File: src/rtl/tsc_pkg.sv
package tsc_pkg;

    typedef enum logic [1:0] {
        HS_EMPTY = 2'd0,
        HS_XFER  = 2'd1,
        HS_FULL  = 2'd2
    } hold_state_t;

    localparam logic [1:0] ADDR_TIME = 2'd0;
    localparam logic [1:0] ADDR_STAT = 2'd1;
    localparam logic [1:0] ADDR_CTRL = 2'd2;

endpackage

File: src/rtl/tsc_sampler.sv
module tsc_sampler #(
    parameter int N   = 4,
    parameter int TW  = 16,
    parameter int DIV = 4
) (
    input  logic          clk,
    input  logic          rst_n,
    input  logic [N-1:0]  pins,
    input  logic [N-1:0]  en,
    input  logic [TW-1:0] timer,
    output logic [N-1:0]  live,
    output logic          evt_valid,
    output logic [N-1:0]  evt_mask,
    output logic [TW-1:0] evt_time,
    output logic          pin0_rise
);
    localparam int DW = $clog2(DIV + 1);

    logic [N-1:0]  sync1, sync2;
    logic [DW-1:0] div_q;
    logic          strobe;
    logic [N-1:0]  rises;

    assign strobe = (div_q == DW'(DIV - 1));
    assign rises  = sync2 & ~live;

    always_ff @(posedge clk or negedge rst_n) begin
        if (!rst_n) begin
            sync1     <= '0;
            sync2     <= '0;
            div_q     <= '0;
            live      <= '0;
            evt_valid <= 1'b0;
            evt_mask  <= '0;
            evt_time  <= '0;
            pin0_rise <= 1'b0;
        end else begin
            sync1 <= pins;
            sync2 <= sync1;
            div_q <= strobe ? '0 : div_q + 1'b1;
            if (strobe) begin
                live      <= sync2;
                evt_mask  <= rises & en;
                evt_valid <= |(rises & en);
                evt_time  <= timer;
                pin0_rise <= rises[0];
            end else begin
                evt_valid <= 1'b0;
                pin0_rise <= 1'b0;
            end
        end
    end
endmodule

File: src/rtl/tsc_fifo.sv
module tsc_fifo #(
    parameter int N     = 4,
    parameter int TW    = 16,
    parameter int DEPTH = 7
) (
    input  logic                         clk,
    input  logic                         rst_n,
    input  logic                         push,
    input  logic [N-1:0]                 push_mask,
    input  logic [TW-1:0]                push_time,
    input  logic                         pop,
    output logic [N-1:0]                 head_mask,
    output logic [TW-1:0]                head_time,
    output logic [$clog2(DEPTH+1)-1:0]   count
);
    localparam int AW = $clog2(DEPTH);
    localparam int CW = $clog2(DEPTH + 1);

    logic [N-1:0]  mem_mask [DEPTH];
    logic [TW-1:0] mem_time [DEPTH];
    logic [AW-1:0] wp, rp;
    logic          do_push, do_pop;

    assign do_push   = push && (count != CW'(DEPTH));
    assign do_pop    = pop && (count != '0);
    assign head_mask = mem_mask[rp];
    assign head_time = mem_time[rp];

    always_ff @(posedge clk or negedge rst_n) begin
        if (!rst_n) begin
            wp    <= '0;
            rp    <= '0;
            count <= '0;
        end else begin
            if (do_push) wp <= (wp == AW'(DEPTH - 1)) ? '0 : wp + 1'b1;
            if (do_pop)  rp <= (rp == AW'(DEPTH - 1)) ? '0 : rp + 1'b1;
            count <= count + CW'(do_push) - CW'(do_pop);
        end
    end

    always_ff @(posedge clk) begin
        if (do_push) begin
            mem_mask[wp] <= push_mask;
            mem_time[wp] <= push_time;
        end
    end
endmodule

File: src/rtl/tsc_irq.sv
module tsc_irq #(
    parameter int CW     = 3,
    parameter int FOURTH = 4,
    parameter int FULL   = 6
) (
    input  logic          clk,
    input  logic          rst_n,
    input  logic [CW-1:0] count,
    input  logic          load_evt,
    input  logic          src_sel,
    output logic          irq_da,
    output logic          irq_fourth,
    output logic          irq_full
);
    logic lvl_fourth, lvl_full, prev_fourth, prev_full, edge_full;

    assign lvl_fourth = (count >= CW'(FOURTH));
    assign lvl_full   = (count >= CW'(FULL));
    assign edge_full  = lvl_full & ~prev_full;

    always_ff @(posedge clk or negedge rst_n) begin
        if (!rst_n) begin
            prev_fourth <= 1'b0;
            prev_full   <= 1'b0;
            irq_da      <= 1'b0;
            irq_fourth  <= 1'b0;
            irq_full    <= 1'b0;
        end else begin
            prev_fourth <= lvl_fourth;
            prev_full   <= lvl_full;
            irq_fourth  <= lvl_fourth & ~prev_fourth;
            irq_full    <= edge_full;
            irq_da      <= src_sel ? edge_full : load_evt;
        end
    end
endmodule

File: src/rtl/tstamp_capture.sv
module tstamp_capture
    import tsc_pkg::*;
#(
    parameter int N           = 4,
    parameter int TW          = 16,
    parameter int RW          = 16,
    parameter int DEPTH       = 7,
    parameter int STATE_DIV   = 4,
    parameter int XFER_DELAY  = 3,
    parameter int FOURTH_TH   = 4,
    parameter int FULL_TH     = 6
) (
    input  logic          clk,
    input  logic          rst_n,
    input  logic [3:0]    pins_in,
    input  logic [15:0]   timer_in,
    input  logic [1:0]    reg_addr,
    input  logic          reg_wr,
    input  logic          reg_rd,
    input  logic [15:0]   reg_wdata,
    output logic [15:0]   reg_rdata,
    output logic          irq_data_avail,
    output logic          irq_fourth,
    output logic          irq_full,
    output logic          irq_pin0
);
    localparam int CW  = $clog2(DEPTH + 1);
    localparam int DLW = $clog2(XFER_DELAY + 1);

    hold_state_t    state, nxt;
    logic [DLW-1:0] dly_q;
    logic [N-1:0]   live, evt_mask, head_mask, hold_mask, pin_en;
    logic [TW-1:0]  evt_time, head_time, hold_time;
    logic           evt_valid, pin0_rise, src_sel;
    logic [CW-1:0]  fifo_cnt;
    logic           rd_time, rd_stat, wr_time, wr_stat, wr_ctrl;
    logic           fifo_pop, load_evt, hold_valid, dly_done;
    logic           flag_da, flag_full;

    assign rd_time = reg_rd && (reg_addr == ADDR_TIME);
    assign rd_stat = reg_rd && (reg_addr == ADDR_STAT);
    assign wr_time = reg_wr && (reg_addr == ADDR_TIME);
    assign wr_stat = reg_wr && (reg_addr == ADDR_STAT);
    assign wr_ctrl = reg_wr && (reg_addr == ADDR_CTRL);

    tsc_sampler #(.N(N), .TW(TW), .DIV(STATE_DIV)) u_samp (
        .clk(clk), .rst_n(rst_n), .pins(pins_in), .en(pin_en), .timer(timer_in),
        .live(live), .evt_valid(evt_valid), .evt_mask(evt_mask),
        .evt_time(evt_time), .pin0_rise(pin0_rise)
    );

    tsc_fifo #(.N(N), .TW(TW), .DEPTH(DEPTH)) u_fifo (
        .clk(clk), .rst_n(rst_n), .push(evt_valid), .push_mask(evt_mask),
        .push_time(evt_time), .pop(fifo_pop), .head_mask(head_mask),
        .head_time(head_time), .count(fifo_cnt)
    );

    tsc_irq #(.CW(CW), .FOURTH(FOURTH_TH), .FULL(FULL_TH)) u_irq (
        .clk(clk), .rst_n(rst_n), .count(fifo_cnt), .load_evt(load_evt),
        .src_sel(src_sel), .irq_da(irq_data_avail), .irq_fourth(irq_fourth),
        .irq_full(irq_full)
    );

    // Holding-register state register
    always_ff @(posedge clk or negedge rst_n) begin
        if (!rst_n) begin
            state <= HS_EMPTY;
            dly_q <= '0;
        end else begin
            state <= nxt;
            dly_q <= (state == HS_XFER && nxt == HS_XFER) ? dly_q + 1'b1 : '0;
        end
    end

    // Next state and transfer outputs
    assign dly_done = (dly_q == DLW'(XFER_DELAY - 1));
    always_comb begin
        nxt      = state;
        fifo_pop = 1'b0;
        unique case (state)
            HS_EMPTY: if (fifo_cnt != '0) nxt = HS_XFER;
            HS_XFER:  if (dly_done) begin
                          nxt      = HS_FULL;
                          fifo_pop = !wr_time;
                      end
            HS_FULL:  if (rd_time) nxt = HS_EMPTY;
            default:  nxt = HS_EMPTY;
        endcase
        if (wr_time) nxt = HS_FULL;
        load_evt = fifo_pop || wr_time;
    end

    assign hold_valid = (state == HS_FULL);

    always_ff @(posedge clk or negedge rst_n) begin
        if (!rst_n) begin
            hold_time <= '0;
            hold_mask <= '0;
            pin_en    <= '0;
            src_sel   <= 1'b0;
            flag_da   <= 1'b0;
            flag_full <= 1'b0;
        end else begin
            if (fifo_pop) begin
                hold_time <= head_time;
                hold_mask <= head_mask;
            end
            if (wr_time) hold_time <= reg_wdata[TW-1:0];
            if (wr_stat) hold_mask <= reg_wdata[N-1:0];
            if (wr_ctrl) begin
                pin_en  <= reg_wdata[N-1:0];
                src_sel <= reg_wdata[N];
            end
            flag_da   <= irq_data_avail | (flag_da & ~rd_stat);
            flag_full <= irq_full | (flag_full & ~rd_stat);
        end
    end

    assign irq_pin0 = pin0_rise;

    always_comb begin
        reg_rdata = '0;
        unique case (reg_addr)
            ADDR_TIME: reg_rdata[TW-1:0] = hold_time;
            ADDR_STAT: begin
                reg_rdata[N-1:0]   = hold_mask;
                reg_rdata[2*N-1:N] = live;
                reg_rdata[2*N]     = hold_valid;
                reg_rdata[2*N+1]   = flag_da;
                reg_rdata[2*N+2]   = flag_full;
            end
            ADDR_CTRL: begin
                reg_rdata[N-1:0] = pin_en;
                reg_rdata[N]     = src_sel;
            end
            default: reg_rdata = '0;
        endcase
    end
endmodule

File: config.mk
export PLATFORM = sky130hd
export DESIGN_NAME = tstamp_capture
export DESIGN_NICKNAME = d
export VERILOG_FILES = /design/src/rtl/tsc_pkg.sv /design/src/rtl/tsc_sampler.sv /design/src/rtl/tsc_fifo.sv /design/src/rtl/tsc_irq.sv /design/src/rtl/tstamp_capture.sv
export SDC_FILE = /design/constraint.sdc
export NUM_CORES = 1
export LEC_CHECK = 0
export ABC_AREA = 0
export BUFFER_PORTS_ARGS = -buffer_cell sky130_fd_sc_hd__buf_4
export CORE_AREA = 3 3 131 133
export CTS_CLUSTER_SIZE = 28
export DETAILED_ROUTE_END_ITERATION = 8
export DIE_AREA = 0 0 134 136
export PLACE_DENSITY = 0.86
export REMOVE_ABC_BUFFERS = 1
export SYNTH_ARGS = -nofsm -noshare
export SYNTH_HDL_FRONTEND = slang
export SYNTH_SLANG_ARGS = --single-unit
File: constraint.sdc
create_clock -name clk -period 3.4 [get_ports clk]
set_clock_uncertainty 0.2 [all_clocks]
set_input_delay 0.68 -clock clk [delete_from_list [all_inputs] [get_ports clk]]
set_output_delay 0.68 -clock clk [all_outputs]
set_load 0.05 [all_outputs]
# == After elaboration in Yosys (flattened, before gate mapping) ==
# Memory sizes are Yosys's and may differ from the RTL's.
# Index checks and enable logic that the tools add are counted.
# W data, S select, Z words.
# classes
div_mod_pow,0
n_lt_le_gt_ge,2
shift,0
n_bitwise,12
reduce_logical,16
eq_ne,10
add_sub_neg,6
n_mul,0
muxes,23
# ops
op,count
$mux W16,2
$pmux W5 S3,1
$pmux W6 S2,1
$mux W2,5
$add A3 B1 Y3 const B,3
$mux W3,3
$and A4 B4 Y4,2
$logic_and A1 B1 Y1,8
$mux W4,2
$mux W1,7
$eq A2 B1 Y1 const B,3
$eq A2 B2 Y1 const B,3
$eq A3 B3 Y1 const B,2
$ge A3 B3 Y1 const B,2
$pmux W2 S3,1
$mux W5,1
$and A1 B1 Y1,4
$logic_not A2 Y1,2
$not A4 Y4,1
$reduce_bool A2 Y1,2
$reduce_or A4 Y1,1
$add A3 B1 Y3,1
$eq A3 B2 Y1 const B,1
$ne A3 B3 Y1 const B,1
other kinds (7),10
# totals
mem_bits_ro,0
reg_bits,82
latch_bits,0
word_cells,95
ram_bits,140
n_memories,2
in_bits,42
# memory_table
name,depth,width,rd,rd_clocked_by_memory_dff,wr,line_no,rtl
u_fifo.mem_time,7,16,1,0,1,tsc_fifo.sv:20,logic [TW-1:0] mem_time [DEPTH];
u_fifo.mem_mask,7,4,1,0,1,tsc_fifo.sv:19,logic [N-1:0] mem_mask [DEPTH];

# == Logic depth before layout (Yosys ltp) ==
# logic_depth
word_depth,8
mapped_depth,10
ltp_nobuf,10

# == Cells and area by module ==
# A second synthesis with hierarchy kept.
# unflattened
hier_cells,590
area_unflattened_um2,9067.4
# by_module_without_submodules
module,cells_each,n_inst,area_each_um2
tsc_fifo,348,1,5893.2
tstamp_capture,153,1,1627.8
tsc_sampler,79,1,1381.3
tsc_irq,10,1,165.2

# == Worst setup path after synthesis ==
# OpenSTA, ideal clock, no wires.
# synth_path
path_kind,in2out
start,in reg_addr[1]
end,out reg_rdata[0]
t_required_ps,2520
path_slack_ps,112
cell_stages,4
path_buffers,2
arrival_time_ps,2408
path_cell_list,buf_2 buf_1 mux2i_1 o21ai_0
# synth_via
elab_chain_cells,2
elab_cells_between_ends,4
# synth_rtl
item,line_no,rtl
from (decl),tstamp_capture.sv:17,"input logic [1:0] reg_addr,"
$eq A2 B2 Y1 (tied with other cells),tstamp_capture.sv:123,unique case (reg_addr)
$pmux W5 S3 *,tstamp_capture.sv:123,
to (decl),tstamp_capture.sv:21,"output logic [15:0] reg_rdata,"
# Mark *: on every way between the ends. The rest lies on a longest branch, timed or not.

# == Worst setup path in the final report ==
# layout_path
start,in reg_addr[0]
end,out reg_rdata[2]
# The elaborated chain is that of the path after synthesis.

==> out/metrics.cfg <==
[flow_run]
cap_violations = 0

[critical_path]
worstPathCellList = buf_4 -> nor2b_1 -> nand2_1 -> o21ai_0 -> buf_4
cpPeakStageDelay_ns = 0.58
required_ns = 2.52
setup.worst_path.end_class = output port
cp_common_cell = buf_4
critPathArrivalTime_ns = 1.99
crit_slowest_cell = nor2b_1
reg2regPathDepth = 11
crit_type = in2out
path_max_fanout = 16
start_kind = input port

[clocking]
path_clk_slew_ns = 0.06
clock_latency_ns = 0.51
clock_sinks = 222
cts_hold_buf = 0
clk_root_buffer_cell = clkbuf_16
numCtsBuffers = 22
post-cts-setup-buffers = 0
cts.path.max_buffers = 3
cts_tree = built
cts_max_level = 1
cts.repair.resized = 0

[detailed_routing]
totalWireLength_um = 20100
vias_per_cell = 5.98
vias = 5376
dr.pass1.iters = 5
wl_per_cell_um = 22.4
antenna_left = 0
route.detailed.drc = 0
drt_iter0_markers = 647

[finish]
nets = 715
final_cells = 899
area_growth_pct = 17.3
nFillCells = 1100
drive_gt1_frac = 0.224
final_area_um2 = 10200
insertedDiodeCount = 0

[sta]
setup_ws_ns = 0.527
final-setup-viol-count = 0
max_slew_margin = 0.395
drv_slew = 0
worstMarginPinSlew_ns = 0.908
tns_ns = 0
fin_crit_sh = 0.845
fin_crit_ns = 2.87
hold_viol_final = 0
timing.fmax_ghz = 0.348
rsz0062_at_grt = false

[power]
power_leakage_uw = 0.00404
ir_drop_v = 0.000381
swShare = 0.299
internal_power_uw = 5340
pwr_density_cell_nw_per_um2 = 746
pwr-share-seq = 0.489
p_clk_frac = 0.296
p_comb_frac = 0.215
switchingPower_uw = 2280

[global_route]
grt_pass1_vias = 5657
grt_max_degree = 49
grt_first_pass_wirelength_um = 31700
grt_usage = 0.229
gr-total-overflow = 0
grt_antenna_before_repair = 0

[die]
design.core.area_um2 = 15900
die_area_um2 = 18200
start_util = 0.546
die_w_um = 134
fp.dieH_um = 136
num_rows = 46
io_pins = 62

[run_status]
outcome = finished clean

[place]
place.port_buffers = 61
place_inst = 859
hpwl_um = 12600
pre_cts_ws_ns = 0.581
gp_congestion = 0.844
placed_cell_area_um2 = 9530

[yosys]
synth_flop_cell = edfxtp_1
synth_area_um2 = 8700
synth.most_common_cell = edfxtp_1
synth_area_leaders = edfxtp_1 (48%), dfrtp_1 (24%), nand2_1 (5.7%)
synth_top_cell_by_area = edfxtp_1
synth-edff-count = 140
yosysWarningCount = 0
synth-async-reset-ratio = 0.369
synth_top_area_share = 0.483
ys_types = 42
syn_inst = 592
yosys-top-cells-count = edfxtp_1 (140), nand2_1 (132), dfrtp_1 (82), mux2i_1 (39), o21ai_0 (30)
seq_area_frac_synth = 0.719
avgSynthCellArea_um2 = 14.7
ys_ff_latch = 222

[hold_path]
hold_class = in2async

kinds of logic after synthesis:
| logic type | synth area share |
|---|---|
| XOR/XNOR | 0.00101 |
| adder cells (fa/ha/maj) | 0.00949 |
| flip-flops | 0.719 |
| multiplexers | 0.0940 |
| buffers and inverters | 0.0214 |
| AND/OR/NAND/NOR | 0.0989 |
| AO/OA/AOI/OAI | 0.0562 |
final timing paths:
path / start / endpoint / slack (ns)
worst min register to register: u_samp.sync1[2] / u_samp.sync2[2] / 0.16
worst max-delay path: reg_addr[0] / reg_rdata[2] / 0.53
min in group clk: pins_in[0] / u_samp.sync1[0] / 0.08
worst max register to register: dly_q[0] / u_fifo.count[2] / 0.91
worst min-delay path: rst_n / hold_time[10] / 0.01
max in group asynchronous: rst_n / hold_time[3] / 2.31
worst max-delay path, delay by kind of cell:
family / cells / cell delay, ns
and+or+nand+nor: 2 / 0.68
buffers and inverters: 2 / 0.50
AOI/OAI and AO/OA: 1 / 0.13
through the flow:
step,total power (uW),hold slack (ns),util
after floorplan,4770,0.131,-
after global placement,5250,0.132,0.598
after detailed placement,5370,0.143,0.598
after CTS,7650,0.0427,0.640
after global routing,7940,0.0663,0.640
final,7620,0.00955,0.640
cells in the final DEF (no fill, tap or decap), types with 2 or more instances in the layout:
master / instances
a211oi_1: 5
a21o_1: 4
a21oi_1: 2
a222oi_1: 16
and2_1: 6
buf_12: 5
buf_4: 79
clkbuf_1: 7
clkbuf_16: 22
clkbuf_8: 4
clkinv_2: 5
dfrtp_1: 80
dfrtp_2: 2
edfxtp_1: 140
ha_1: 5
inv_1: 7
mux2_2: 6
mux2i_1: 39
mux4_2: 16
nand2_1: 132
nand2b_1: 5
nand3_1: 2
nand3b_1: 7
nor2_1: 17
nor2b_1: 5
nor3_1: 2
nor3_2: 5
o21ai_0: 30
o21ai_1: 2
o22ai_1: 4
o31ai_1: 4
or2_2: 2
power groups by stage:
stage / Clock, uW / Sequential [uW] / Combinational [uW]
4_1_cts: 2280 / 3710 / 1650
2_1_floorplan: 0 / 3740 / 1030
3_5_place_dp: 0 / 3750 / 1620
6_report: 2260 / 3720 / 1640
3_3_place_gp: 0 / 3710 / 1550
5_1_grt: 2380 / 3780 / 1780
flip-flops by register name, indices dropped and copies added (netlist names), 2 cells and up:
register         count
state                2
hold_time           16
hold_mask            4
u_samp.sync1         4
dly_q                2
pin_en               4
u_fifo.count         3
u_fifo.wp            3
u_samp.div_q         3
u_samp.live          4
u_samp.evt_mask      4
u_samp.evt_time     16
u_samp.sync2         4
u_fifo.mem_time    112
u_fifo.rp            3
u_fifo.mem_mask     28
layer usage:
metal	global-route usage	share of wire	up-vias	routed length (um)
met5	0	0	-	0
met4	0.106	0.045	0	912
met3	0.0426	0.082	83	1650
met2	0.396	0.51	317	10200
met1	0.281	0.37	2648	7390
li1	-	-	2328	-
cell type report:
cell class / count / area (um^2) / share of cell area
clock buffers: 33 / 632 / 0.0619
clock inverters: 7 / 47.5 / 0.00466
inverters: 7 / 26.3 / 0.00257
well taps: 216 / 270 / 0.0265
multi-input cells: 330 / 2280 / 0.224
repair buffers: 84 / 693 / 0.0679
flip-flops and latches: 222 / 6260 / 0.613
No activity file was read; power rests on OpenSTA's default activity.
